**config.mk**
```make
export PLATFORM = sky130hd
export DESIGN_NAME = fp_verify_ctrl
export DESIGN_NICKNAME = d
export VERILOG_FILES = /design/src/rtl/fpv_pkg.sv /design/src/rtl/fpv_verify_fsm.sv /design/src/rtl/fpv_sticky_bank.sv /design/src/rtl/fpv_tc_gate.sv /design/src/rtl/fp_verify_ctrl.sv
export SDC_FILE = /design/constraint.sdc
export NUM_CORES = 1
export LEC_CHECK = 0
export ABC_CLOCK_PERIOD_IN_PS = 3600
export BUFFER_PORTS_ARGS = -buffer_cell sky130_fd_sc_hd__buf_2
export CAP_MARGIN = 25
export CORE_ASPECT_RATIO = 1.2
export CORE_MARGIN = 2
export CORE_UTILIZATION = 52
export DETAILED_ROUTE_END_ITERATION = 10
export GPL_TIMING_DRIVEN = 0
export PLACE_DENSITY = 0.9
export SYNTH_ARGS = -nofsm -noshare
export SYNTH_HDL_FRONTEND = slang
export SYNTH_SLANG_ARGS = --single-unit
```
**constraint.sdc**
```tcl
create_clock -name clk -period 3.6 [get_ports clk]
set_clock_uncertainty 0.1 [all_clocks]
set_input_delay 0.18 -clock clk [delete_from_list [all_inputs] [get_ports clk]]
set_output_delay 0.18 -clock clk [all_outputs]
set_load 0.02 [all_outputs]
```
**src/rtl/fpv_pkg.sv**
```systemverilog
package fpv_pkg;

   typedef enum logic [2:0] {
      VS_INIT      = 3'd0,
      VS_VERIFYING = 3'd1,
      VS_OK        = 3'd2,
      VS_FAIL      = 3'd3,
      VS_OFF       = 3'd4
   } vstate_e;

   localparam int EV_ACT = 0;
   localparam int EV_RX  = 1;
   localparam int EV_TX  = 2;
   localparam int NUM_EV = 3;

   localparam int RX_MIN_FRAG = 60;

   function automatic logic [7:0] tx_frag_bytes(input logic [1:0] k);
      return 8'(64 * (32'(k) + 1) - 4);
   endfunction

endpackage

```
**src/rtl/fpv_verify_fsm.sv**
```systemverilog
module fpv_verify_fsm
   import fpv_pkg::*;
#(
   parameter int CLKS_PER_MS  = 125000,
   parameter int MS_W         = 8,
   parameter int VERIFY_TRIES = 3
) (
   input  logic            clk,
   input  logic            rst_n,
   input  logic            tx_en,
   input  logic            verify_dis,
   input  logic [MS_W-1:0] vt_ms,
   input  logic            rsp_rx,
   output vstate_e         state_o,
   output logic            send_verify
);

   localparam int PRE_W = (CLKS_PER_MS > 1) ? $clog2(CLKS_PER_MS) : 1;
   localparam int TRY_W = $clog2(VERIFY_TRIES + 1);
   localparam logic [PRE_W-1:0] PRE_LAST = PRE_W'(CLKS_PER_MS - 1);

   generate
      if (CLKS_PER_MS < 1)  begin : g_bad_clk  $error("CLKS_PER_MS must be positive"); end
      if (VERIFY_TRIES < 1) begin : g_bad_try  $error("VERIFY_TRIES must be positive"); end
   endgenerate

   vstate_e          state_q, nxt;
   logic [PRE_W-1:0] pre_q;
   logic [MS_W-1:0]  ms_q;
   logic [TRY_W-1:0] tries_q;
   logic             start, retry, expire, send_q;

   assign expire = (pre_q == PRE_LAST) && (ms_q == vt_ms - 1'b1);

   always_comb begin
      nxt   = state_q;
      start = 1'b0;
      retry = 1'b0;
      if (verify_dis) begin
         nxt = VS_OFF;
      end else if (!tx_en) begin
         nxt = VS_INIT;
      end else begin
         case (state_q)
            VS_INIT: begin
               nxt   = VS_VERIFYING;
               start = 1'b1;
            end
            VS_OFF: nxt = VS_INIT;
            VS_VERIFYING: begin
               if (rsp_rx) begin
                  nxt = VS_OK;
               end else if (expire) begin
                  if (tries_q == TRY_W'(VERIFY_TRIES)) nxt = VS_FAIL;
                  else retry = 1'b1;
               end
            end
            default: nxt = state_q;
         endcase
      end
   end

   always_ff @(posedge clk or negedge rst_n) begin
      if (!rst_n) begin
         state_q <= VS_INIT;
         pre_q   <= '0;
         ms_q    <= '0;
         tries_q <= '0;
         send_q  <= 1'b0;
      end else begin
         state_q <= nxt;
         send_q  <= start | retry;
         if (start)      tries_q <= TRY_W'(1);
         else if (retry) tries_q <= tries_q + 1'b1;
         if (start || retry || state_q != VS_VERIFYING) begin
            pre_q <= '0;
            ms_q  <= '0;
         end else if (pre_q == PRE_LAST) begin
            pre_q <= '0;
            ms_q  <= ms_q + 1'b1;
         end else begin
            pre_q <= pre_q + 1'b1;
         end
      end
   end

   assign state_o     = state_q;
   assign send_verify = send_q;

   // a verify request only goes out while the handshake is running
   a_r3_send_in_verify: assert property (@(posedge clk) disable iff (!rst_n)
      send_q |-> state_q == VS_VERIFYING);

   // never more requests than the retry budget
   a_r3_try_budget: assert property (@(posedge clk) disable iff (!rst_n)
      tries_q <= TRY_W'(VERIFY_TRIES));

   // a response during the handshake always leads to success
   a_r5_rsp_success: assert property (@(posedge clk) disable iff (!rst_n)
      (state_q == VS_VERIFYING && rsp_rx && tx_en && !verify_dis) |=> state_q == VS_OK);

endmodule

```
**src/rtl/fpv_sticky_bank.sv**
```systemverilog
module fpv_sticky_bank #(
   parameter int N = 3
) (
   input  logic         clk,
   input  logic         rst_n,
   input  logic [N-1:0] set_i,
   input  logic [N-1:0] clr_i,
   output logic [N-1:0] sticky_o,
   output logic         irq_o
);

   generate
      if (N < 1) begin : g_bad_n  $error("sticky bank needs at least one bit"); end
   endgenerate

   logic [N-1:0] sticky_q;

   for (genvar i = 0; i < N; i++) begin : g_bit
      always_ff @(posedge clk or negedge rst_n) begin
         if (!rst_n)         sticky_q[i] <= 1'b0;
         else if (set_i[i])  sticky_q[i] <= 1'b1;
         else if (clr_i[i])  sticky_q[i] <= 1'b0;
      end

      // a set event wins over a clear in the same cycle
      a_r10_set_wins: assert property (@(posedge clk) disable iff (!rst_n)
         set_i[i] |=> sticky_q[i]);

      // a bit without a set event but with a clear goes low
      a_r10_clear: assert property (@(posedge clk) disable iff (!rst_n)
         (clr_i[i] && !set_i[i]) |=> !sticky_q[i]);
   end

   assign sticky_o = sticky_q;
   assign irq_o    = |sticky_q;

endmodule

```
**src/rtl/fpv_tc_gate.sv**
```systemverilog
module fpv_tc_gate #(
   parameter int NUM_TC    = 8,
   parameter bit LINK_GATE = 1'b1
) (
   input  logic              active,
   input  logic              link_qsgmii,
   input  logic              link_gig,
   input  logic [NUM_TC-1:0] cfg_mask,
   output logic [NUM_TC-1:0] commit_mask
);

   logic link_ok;

   generate
      if (LINK_GATE) begin : g_link_gate
         assign link_ok = !link_qsgmii || link_gig;
      end else begin : g_no_gate
         logic unused_link;
         assign unused_link = link_qsgmii ^ link_gig;
         assign link_ok     = 1'b1;
      end
   endgenerate

   assign commit_mask = (active && link_ok) ? cfg_mask : '0;

endmodule

```
**src/rtl/fp_verify_ctrl.sv**
```systemverilog
module fp_verify_ctrl
   import fpv_pkg::*;
#(
   parameter int NUM_TC        = 8,
   parameter int CLKS_PER_MS   = 125000,
   parameter int MAX_VERIFY_MS = 128,
   parameter int VERIFY_TRIES  = 3,
   parameter int VT_RESET      = 10,
   parameter bit LINK_GATE     = 1'b1
) (
   input  logic              clk,
   input  logic              rst_n,
   input  logic              reg_wr,
   input  logic [1:0]        reg_addr,
   input  logic [31:0]       reg_wdata,
   output logic [31:0]       reg_rdata,
   input  logic              rsp_rx,
   input  logic              pfrm_rx,
   input  logic              pfrm_tx_req,
   input  logic              link_gig,
   input  logic              link_qsgmii,
   output logic              tx_merge_en,
   output logic              rx_merge_en,
   output logic              send_verify,
   output logic [NUM_TC-1:0] commit_tcs,
   output logic [7:0]        tx_min_frag,
   output logic [7:0]        rx_min_frag,
   output logic              irq
);

   localparam int MS_W = $clog2(MAX_VERIFY_MS + 1);

   generate
      if (NUM_TC < 1 || NUM_TC > 16) begin : g_bad_tc
         $error("NUM_TC must be 1..16");
      end
      if (MAX_VERIFY_MS < 1 || MAX_VERIFY_MS > 255) begin : g_bad_ms
         $error("MAX_VERIFY_MS must be 1..255");
      end
   endgenerate

   localparam logic [1:0] A_ENA = 2'd0, A_VER = 2'd1, A_PRE = 2'd2, A_STAT = 2'd3;

   // configuration registers
   logic              tx_en_q, rx_en_q, dis_q;
   logic [7:0]        vt_cfg_q;
   logic [NUM_TC-1:0] mask_q;
   logic [1:0]        frag_q;

   always_ff @(posedge clk or negedge rst_n) begin
      if (!rst_n) begin
         tx_en_q  <= 1'b0;
         rx_en_q  <= 1'b0;
         dis_q    <= 1'b0;
         vt_cfg_q <= 8'(VT_RESET);
         mask_q   <= '0;
         frag_q   <= 2'd0;
      end else if (reg_wr) begin
         case (reg_addr)
            A_ENA: begin
               tx_en_q <= reg_wdata[0];
               rx_en_q <= reg_wdata[1];
            end
            A_VER: begin
               dis_q    <= reg_wdata[0];
               vt_cfg_q <= reg_wdata[15:8];
            end
            A_PRE: begin
               mask_q <= reg_wdata[NUM_TC-1:0];
               frag_q <= reg_wdata[17:16];
            end
            default: ;
         endcase
      end
   end

   logic unused_wbits;
   assign unused_wbits = ^reg_wdata[31:18];

   // effective timeout, clamped to 1..MAX_VERIFY_MS
   logic [MS_W-1:0] vt_eff;
   always_comb begin
      if (vt_cfg_q == 8'd0)                   vt_eff = MS_W'(1);
      else if (32'(vt_cfg_q) > MAX_VERIFY_MS) vt_eff = MS_W'(MAX_VERIFY_MS);
      else                                    vt_eff = MS_W'(vt_cfg_q);
   end

   vstate_e vstate;

   fpv_verify_fsm #(
      .CLKS_PER_MS  (CLKS_PER_MS),
      .MS_W         (MS_W),
      .VERIFY_TRIES (VERIFY_TRIES)
   ) u_fsm (
      .clk         (clk),
      .rst_n       (rst_n),
      .tx_en       (tx_en_q),
      .verify_dis  (dis_q),
      .vt_ms       (vt_eff),
      .rsp_rx      (rsp_rx),
      .state_o     (vstate),
      .send_verify (send_verify)
   );

   // preemption active flag and its change detector
   logic act, act_q;
   assign act = tx_en_q && (vstate == VS_OK || vstate == VS_OFF);

   always_ff @(posedge clk or negedge rst_n) begin
      if (!rst_n) act_q <= 1'b0;
      else        act_q <= act;
   end

   logic [NUM_EV-1:0] ev_set, ev_clr, sticky;
   always_comb begin
      ev_set         = '0;
      ev_set[EV_ACT] = act ^ act_q;
      ev_set[EV_RX]  = pfrm_rx && (vstate != VS_OK);
      ev_set[EV_TX]  = pfrm_tx_req && !act;
      ev_clr         = (reg_wr && reg_addr == A_STAT) ? reg_wdata[7:5] : '0;
   end

   fpv_sticky_bank #(.N(NUM_EV)) u_sticky (
      .clk      (clk),
      .rst_n    (rst_n),
      .set_i    (ev_set),
      .clr_i    (ev_clr),
      .sticky_o (sticky),
      .irq_o    (irq)
   );

   fpv_tc_gate #(.NUM_TC(NUM_TC), .LINK_GATE(LINK_GATE)) u_gate (
      .active      (act),
      .link_qsgmii (link_qsgmii),
      .link_gig    (link_gig),
      .cfg_mask    (mask_q),
      .commit_mask (commit_tcs)
   );

   always_comb begin
      reg_rdata = '0;
      case (reg_addr)
         A_ENA: reg_rdata[1:0] = {rx_en_q, tx_en_q};
         A_VER: begin
            reg_rdata[0]    = dis_q;
            reg_rdata[15:8] = vt_cfg_q;
         end
         A_PRE: begin
            reg_rdata[NUM_TC-1:0] = mask_q;
            reg_rdata[17:16]      = frag_q;
         end
         default: begin
            reg_rdata[2:0] = vstate;
            reg_rdata[4]   = act;
            reg_rdata[7:5] = sticky;
         end
      endcase
   end

   assign tx_merge_en = tx_en_q;
   assign rx_merge_en = rx_en_q;
   assign tx_min_frag = tx_frag_bytes(frag_q);
   assign rx_min_frag = 8'(RX_MIN_FRAG);

   // only the five legal state codes
   a_r2_code_legal: assert property (@(posedge clk) disable iff (!rst_n)
      vstate <= VS_OFF);

   // bypass bit forces the bypass state
   a_r6_bypass: assert property (@(posedge clk) disable iff (!rst_n)
      $past(dis_q) |-> vstate == VS_OFF);

   // each change of the active flag is latched
   a_r7_act_change: assert property (@(posedge clk) disable iff (!rst_n)
      (act != $past(act)) |=> sticky[EV_ACT]);

   // a nonzero committed mask needs a preemption-capable state
   a_r11_commit_state: assert property (@(posedge clk) disable iff (!rst_n)
      (commit_tcs != '0) |-> (tx_en_q && (vstate == VS_OK || vstate == VS_OFF)));

endmodule

```
==> results of run 1 <==
cell usage in the layout, fill, tap and decap left out, drive strengths merged, types with 3 or more instances in the layout:
cell type    count
inv              9
ha               4
o21ai            6
nand3            7
a21oi            5
mux2i            9
nand2           15
conb            28
and3             8
dfrtp           54
xor2            15
buf             91
nor2            36
nor3             4
nand3b           3
mux2            22
nand4            4
clkbuf          12
nor4             3
dlygate4sd3     18
nor2b            9
nand2b           3
and2            20
xnor2           12
o211ai           4
per-stage QoR:
stage	util (%)	total power, mW	hold slack (ns)
floorplan	-	1.09	-0.216
finish	65.7	1.60	0.00712
global placement	60.9	1.20	0.289
global route	65.7	1.68	0.00457
CTS	65.6	1.60	0.0000651
detailed placement	61.2	1.22	0.0944
layer usage:
metal	GRT usage (%)	vias up
met1	24.6	1287
met3	4.43	10
li1	-	1277
met2	38.5	94
met4	6.25	0
met5	0	-
registers in the layout, summed over array words and instances (netlist names):
name / count
tx_merge_en: 1
frag_q: 2
rx_merge_en: 1
u_fsm.pre_q: 17
act_q: 1
u_fsm.send_verify: 1
vt_cfg_q: 8
mask_q: 8
u_fsm.tries_q: 2
u_fsm.ms_q: 8
u_fsm.state_o: 3
u_sticky.sticky_o: 3
dis_q: 1
area by class of cell:
| class | count | area, sq um |
|---|---|---|
| Clock inverter | 3 | 27.5 |
| Sequential cell | 56 | 1400 |
| Fill cell | 454 | 2170 |
| Buffer | 38 | 254 |
| Tap cell | 85 | 106 |
| Inverter | 8 | 30.0 |
| Multi-Input combinational cell | 249 | 1770 |
| Timing Repair Buffer | 78 | 495 |
| Clock buffer | 5 | 68.8 |
repair_timing:
| item | CTS | global route |
|---|---|---|
| endpoints found under the setup margin | 0 | 9 |
| gates resized for setup | 0 | 2 |
| hold endpoints to repair | 39 | 0 |
| hold buffers | 18 | 0 |
cell families after synthesis:
kind of cell,after synthesis,synth area share [%]
buffers and inverters,46,8.47
other,2,0.224
multiplexers,32,10.9
flip-flops,56,41.9
XOR/XNOR,27,7.05
adder cells (fa/ha/maj),4,1.49
AND/OR/NAND/NOR,128,22.7
AO/OA/AOI/OAI,30,7.35
final timing paths:
path	start	end	slack (ns)	cells after the start
setup / recovery	vt_cfg_q[2]	u_fsm.tries_q[1]	0.17	10
hold / removal	reg_wdata[9]	vt_cfg_q[1]	0.007	2
setup reg to reg	vt_cfg_q[2]	u_fsm.tries_q[1]	0.17	10
hold reg to reg	u_fsm.pre_q[0]	u_fsm.pre_q[0]	0.39	1
max in group asynchronous	rst_n	vt_cfg_q[1]	2.49	3
min in group asynchronous	rst_n	vt_cfg_q[2]	0.29	2
power breakdown:
group | leakage, nW | switching [mW] | total, mW | internal (mW)
clock | 0.0463 | 0.220 | 0.364 | 0.143
sequential | 0.711 | 0.0661 | 0.758 | 0.692
combinational | 1.21 | 0.269 | 0.481 | 0.212
==> flow_summary_export.csv, run 1 <==
group,metric,value,unit
place,dp.cells,496,
clock_tree,clk_pin_slew_worst_paths,0.10,ns
timing,maxSlewHeadroom,45.7,%
detailed_routing,drtPass1Iterations,4,
critical_path,slowest_delay,0.61,ns
floorplan,dieHeight,92.0,um
synth,seq_area_frac_synth,41.9,%
pwr,p_per_area,386,nW/um^2
synth,async_reset_ff_share,100,%
global_routing,grt-ovfl-total,0,
floorplan,dieArea,7110,sq um
clock_tree,ctsLongestPathBuffers,2,
synth,yosys_warnings,0,
clock_tree,clock-root-buffer,"clkbuf_8",
timing,finalSetupTns,0,ns
synth,syn_avg_cell_area,10.3,sq um
timing,min_period_over_period,95.3,%
critical_path,crit_path_top_delay_cell,"or4_1",
critical_path,crit_fanout,8,
detailed_routing,wl_per_cell,14.0,um
finish,nets,482,
critical_path,crit_path_end_kind,"flop",
floorplan,design.portCount,102,
synth,synth_top_area_share,40.3,%
critical_path,start_kind,"flop",
detailed_routing,met3_length,428,um
place,hpwl,5.16,mm
critical_path,worstPathArrival,3.54,ns
clock_tree,post_cts_buffers,0,
timing,rsz0062_at_grt,"false",
critical_path,crit_chain,"or4_1, o31a_1, or2_2, ha_1, nor4bb_1, o21ai_1, and3_1, o21ai_0, nor3_4, mux2_4",
place,gp_congestion,0.823,
critical_path,crit_buf_inv,0,
global_routing,grt_usage,21.1,%
place,preCtsSetupSlack,0.145,ns
floorplan,coreArea,6330,sq um
synth,ys_top_cells_by_count,"dfrtp_1 (54), nor2_1 (36), buf_4 (29)",
global_routing,grt_max_degree,34,
detailed_routing,maxUsedRoutingLayer,"met4",
floorplan,rows,32,
detailed_routing,drt_iter0_drc,127,
clock_tree,cts_tree,"done",
timing,finalMaxSlewViolations,0,
synth,synthCells,325,
place,placed_area,3870,sq um
pwr,leakage,1.96,nW
detailed_routing,viasPerCell,5.11,
timing,setup_ws,0.168,ns
status,outcome,"complete, no violations",
clock_tree,cts_htree_levels,2,
floorplan,initial_core_util,53.0,%
clock_tree,clock_latency,0.32,ns
place,portBuffers,59,
detailed_routing,wl_met2,3.81,mm
synth,yosysTopAreaCell,"dfrtp_1",
finish,syn_to_final_growth,24.0,%
clock_tree,cts.sinks,56,
critical_path,cp_data_required_time,3.71,ns
detailed_routing,vias,2668,
finish,final_area,4160,sq um
global_routing,grt_pass1_vias,2700,
synth,synth_area,3350,sq um
hold_path,min_path_type,"in -> reg",
timing,fin_crit,3.43,ns
synth,yosysMostFrequentCell,"dfrtp_1",
global_routing,grt_first_pass_wirelength,12.2,mm
flow_run,max_cap_violations,0,
timing,hold_viol_final,0,
critical_path,cp_top_family,"simple AND/OR/NAND/NOR gates",
synth,ys_ff_latch,56,
global_routing,antenna_found_initial,0,
finish,fin_cells,522,
synth,synth_flop_cell,"dfrtp_1",
synth,yosys-top-cells-area,"dfrtp_1 (40%), mux2_2 (7.1%), buf_4 (6.5%), nor2_1 (4.0%), xor2_1 (3.9%)",
detailed_routing,ant_nets,0,
clock_tree,cts_buffers,5,
finish,antenna_cells,0,
floorplan,fp.dieW,77.3,um
timing,fmax,0.291,GHz
timing,worstMarginPinSlew,0.813,ns
timing,setup_viol,0,
synth,synth_edf_count,0,
synth,ys_types,61,
detailed_routing,wl,7.33,mm
detailed_routing,wl_met1,3.00,mm
detailed_routing,drc,0,
critical_path,path_class,"reg -> reg",
pwr,irDropWorstVdd,0.000194,V
finish,drive_gt1_share,31.4,%
Power figures use the tool's default switching activity.
==> run 2, diff against run 1 <==
REMOVE_ABC_BUFFERS = 1   (was default)
==> flow_summary_export.csv, run 2 (synthesis results as in run 1) <==
group,metric,value,unit
clock_tree,clk_pin_slew_worst_paths,0.10,ns
timing,worstMarginPinSlew,0.711,ns
timing,maxSlewHeadroom,52.5,%
global_routing,antenna_found_initial,0,
clock_tree,clock_latency,0.32,ns
floorplan,design.portCount,102,
finish,layout_common_cells,"buf_2 (59), dfrtp_1 (54), nor2_1 (36)",
critical_path,worstPathArrival,3.54,ns
finish,largest_register,"u_fsm.pre_q",
critical_path,path_class,"reg -> reg",
place,preCtsSetupSlack,0.130,ns
detailed_routing,wl_per_cell,14.7,um
clock_tree,post_cts_buffers,0,
finish,final-seq-area,1400,sq um
finish,final_area,3900,sq um
detailed_routing,drc,0,
floorplan,fp.dieW,77.3,um
critical_path,cp_data_required_time,3.71,ns
finish,final_common_cell,"buf_2",
timing,finalSetupTns,0,ns
timing,hold_viol_final,0,
finish,antenna_cells,0,
critical_path,r2r-end,"u_fsm.tries_q[1]",
timing,fin_crit,3.43,ns
floorplan,initial_core_util,53.0,%
critical_path,cp_top_family,"simple AND/OR/NAND/NOR gates",
critical_path,crit_path_top_delay_cell,"or4_1",
hold_path,min_from,"reg_wdata[13]",
place,gp_congestion,0.851,
flow_run,max_cap_violations,0,
place,placed_area,3620,sq um
detailed_routing,ant_nets,0,
clock_tree,cts_tree,"done",
global_routing,grt_usage,20.2,%
pwr,leakage,1.80,nW
critical_path,crit_chain,"or4_1, o31a_1, or2_2, ha_1, xnor2_1, xnor2_1, a21oi_1, o211ai_2, nor3_4, mux2_4",
finish,largest_reg_flops,17,
detailed_routing,drtPass1Iterations,4,
floorplan,rows,32,
critical_path,start_kind,"flop",
detailed_routing,vias,2515,
pwr,p_per_area,413,nW/um^2
detailed_routing,wl,7.10,mm
timing,min_period_over_period,95.4,%
finish,fillers,498,
critical_path,rr_worst_depth,10,
critical_path,cpMostUsedCell,"xnor2_1",
critical_path,crit_fanout,8,
critical_path,regToRegStartpoint,"vt_cfg_q[2]",
timing,rsz0062_at_grt,"false",
hold_path,worstHoldPathCells,2,
clock_tree,ctsLongestPathBuffers,2,
detailed_routing,drt_iter0_drc,153,
critical_path,crit_path_end_kind,"flop",
critical_path,r2r_setup_slack,0.17,ns
timing,setup_ws,0.167,ns
clock_tree,cts_htree_levels,2,
finish,syn_to_final_growth,16.2,%
hold_path,hold_end,"vt_cfg_q[5]",
hold_path,min_path_type,"in -> reg",
clock_tree,clock-root-buffer,"clkbuf_8",
floorplan,dieHeight,92.0,um
status,outcome,"complete, no violations",
floorplan,dieArea,7110,sq um
place,hpwl,5.02,mm
finish,drive_gt1_share,26.4,%
clock_tree,cts_buffers,5,
global_routing,grt_pass1_vias,2524,
global_routing,grt_first_pass_wirelength,11.7,mm
pwr,irDropWorstVdd,0.000171,V
clock_tree,cts.sinks,56,
critical_path,crit_buf_inv,0,
finish,nets,443,
timing,fmax,0.291,GHz
detailed_routing,viasPerCell,5.21,
floorplan,coreArea,6330,sq um
place,portBuffers,59,
timing,finalMaxSlewViolations,0,
finish,multi_input_comb_area,1760,sq um
global_routing,grt-ovfl-total,0,
critical_path,slowest_delay,0.61,ns
finish,final_core_util,61.6,%
global_routing,grt_max_degree,31,
timing,setup_viol,0,
[run 2: changes by cell type in the layout (fill, tap and decap cells not counted)]
cell / delta
clkinv_4: -1
buf_2: -2
clkbuf_1: -6
o21ai_4: -1
buf_4: -29
clkinv_2: +1
clkinvlp_4: -1
dlygate4sd3_1: -1
o21ai_2: +1
inv_8: -1
bufinv_16: +1
[run 2: power breakdown]
| group | leakage, nW | switching, mW | internal (mW) |
|---|---|---|---|
| Sequential | 0.711 | 0.0750 | 0.692 |
| Clock | 0.0552 | 0.205 | 0.207 |
| Combinational | 1.04 | 0.248 | 0.182 |
[run 2: per-layer routing]
layer	track usage [%]	routed length, um	vias up
li1	-	-	1208
met1	24.5	2780	1222
met2	36.1	3890	67
met3	2.66	244	18
met4	8.04	188	0
met5	0	0	-
[run 2: repair_timing]
action	4_1_cts	5_1_grt
hold buffers	15	2
gates resized for setup	0	1
endpoints found under the hold margin	39	2
setup endpoints to repair	0	1
[run 2: cell type report]
type	count	share of cell area, %
Clock buffer	6	1.86
Tap cell	85	2.73
Timing Repair Buffer	77	12.5
Inverter	8	0.771
Sequential cell	56	36.0
Multi-Input combinational cell	249	45.2
Clock inverter	2	0.899
[run 2: worst max path at each step]
stage                      from                to  cells past startpoint
global placement    vt_cfg_q[2]  u_fsm.tries_q[1]                     10
detailed placement  vt_cfg_q[2]  u_fsm.tries_q[1]                     10
CTS                 vt_cfg_q[2]  u_fsm.tries_q[1]                     10
finish              vt_cfg_q[2]  u_fsm.tries_q[1]                     10
floorplan           vt_cfg_q[2]  u_fsm.tries_q[1]                     10
global route        vt_cfg_q[2]  u_fsm.tries_q[1]                     10
[run 2: stage by stage]
| stage | power, mW | instances | hold slack (ns) |
|---|---|---|---|
| 2_1_floorplan | 1.05 | 313 | -0.216 |
| 3_3_place_gp | 1.17 | 457 | 0.315 |
| 3_5_place_dp | 1.18 | 458 | 0.132 |
| 4_1_cts | 1.61 | 481 | 0.00139 |
| 5_1_grt | 1.69 | 483 | 0.00780 |
| 6_report | 1.61 | 483 | 0.00386 |
[run 2: worst reg2reg max path: cells and delay by family, from the launching register on]
kind / cells / cell delay, ns
AND/OR/NAND/NOR: 3 / 1.17
AO/OA/AOI/OAI: 3 / 0.66
flip-flops: 1 / 0.47
XOR/XNOR: 2 / 0.32
multiplexers: 1 / 0.32
adder cells (fa/ha/maj): 1 / 0.29
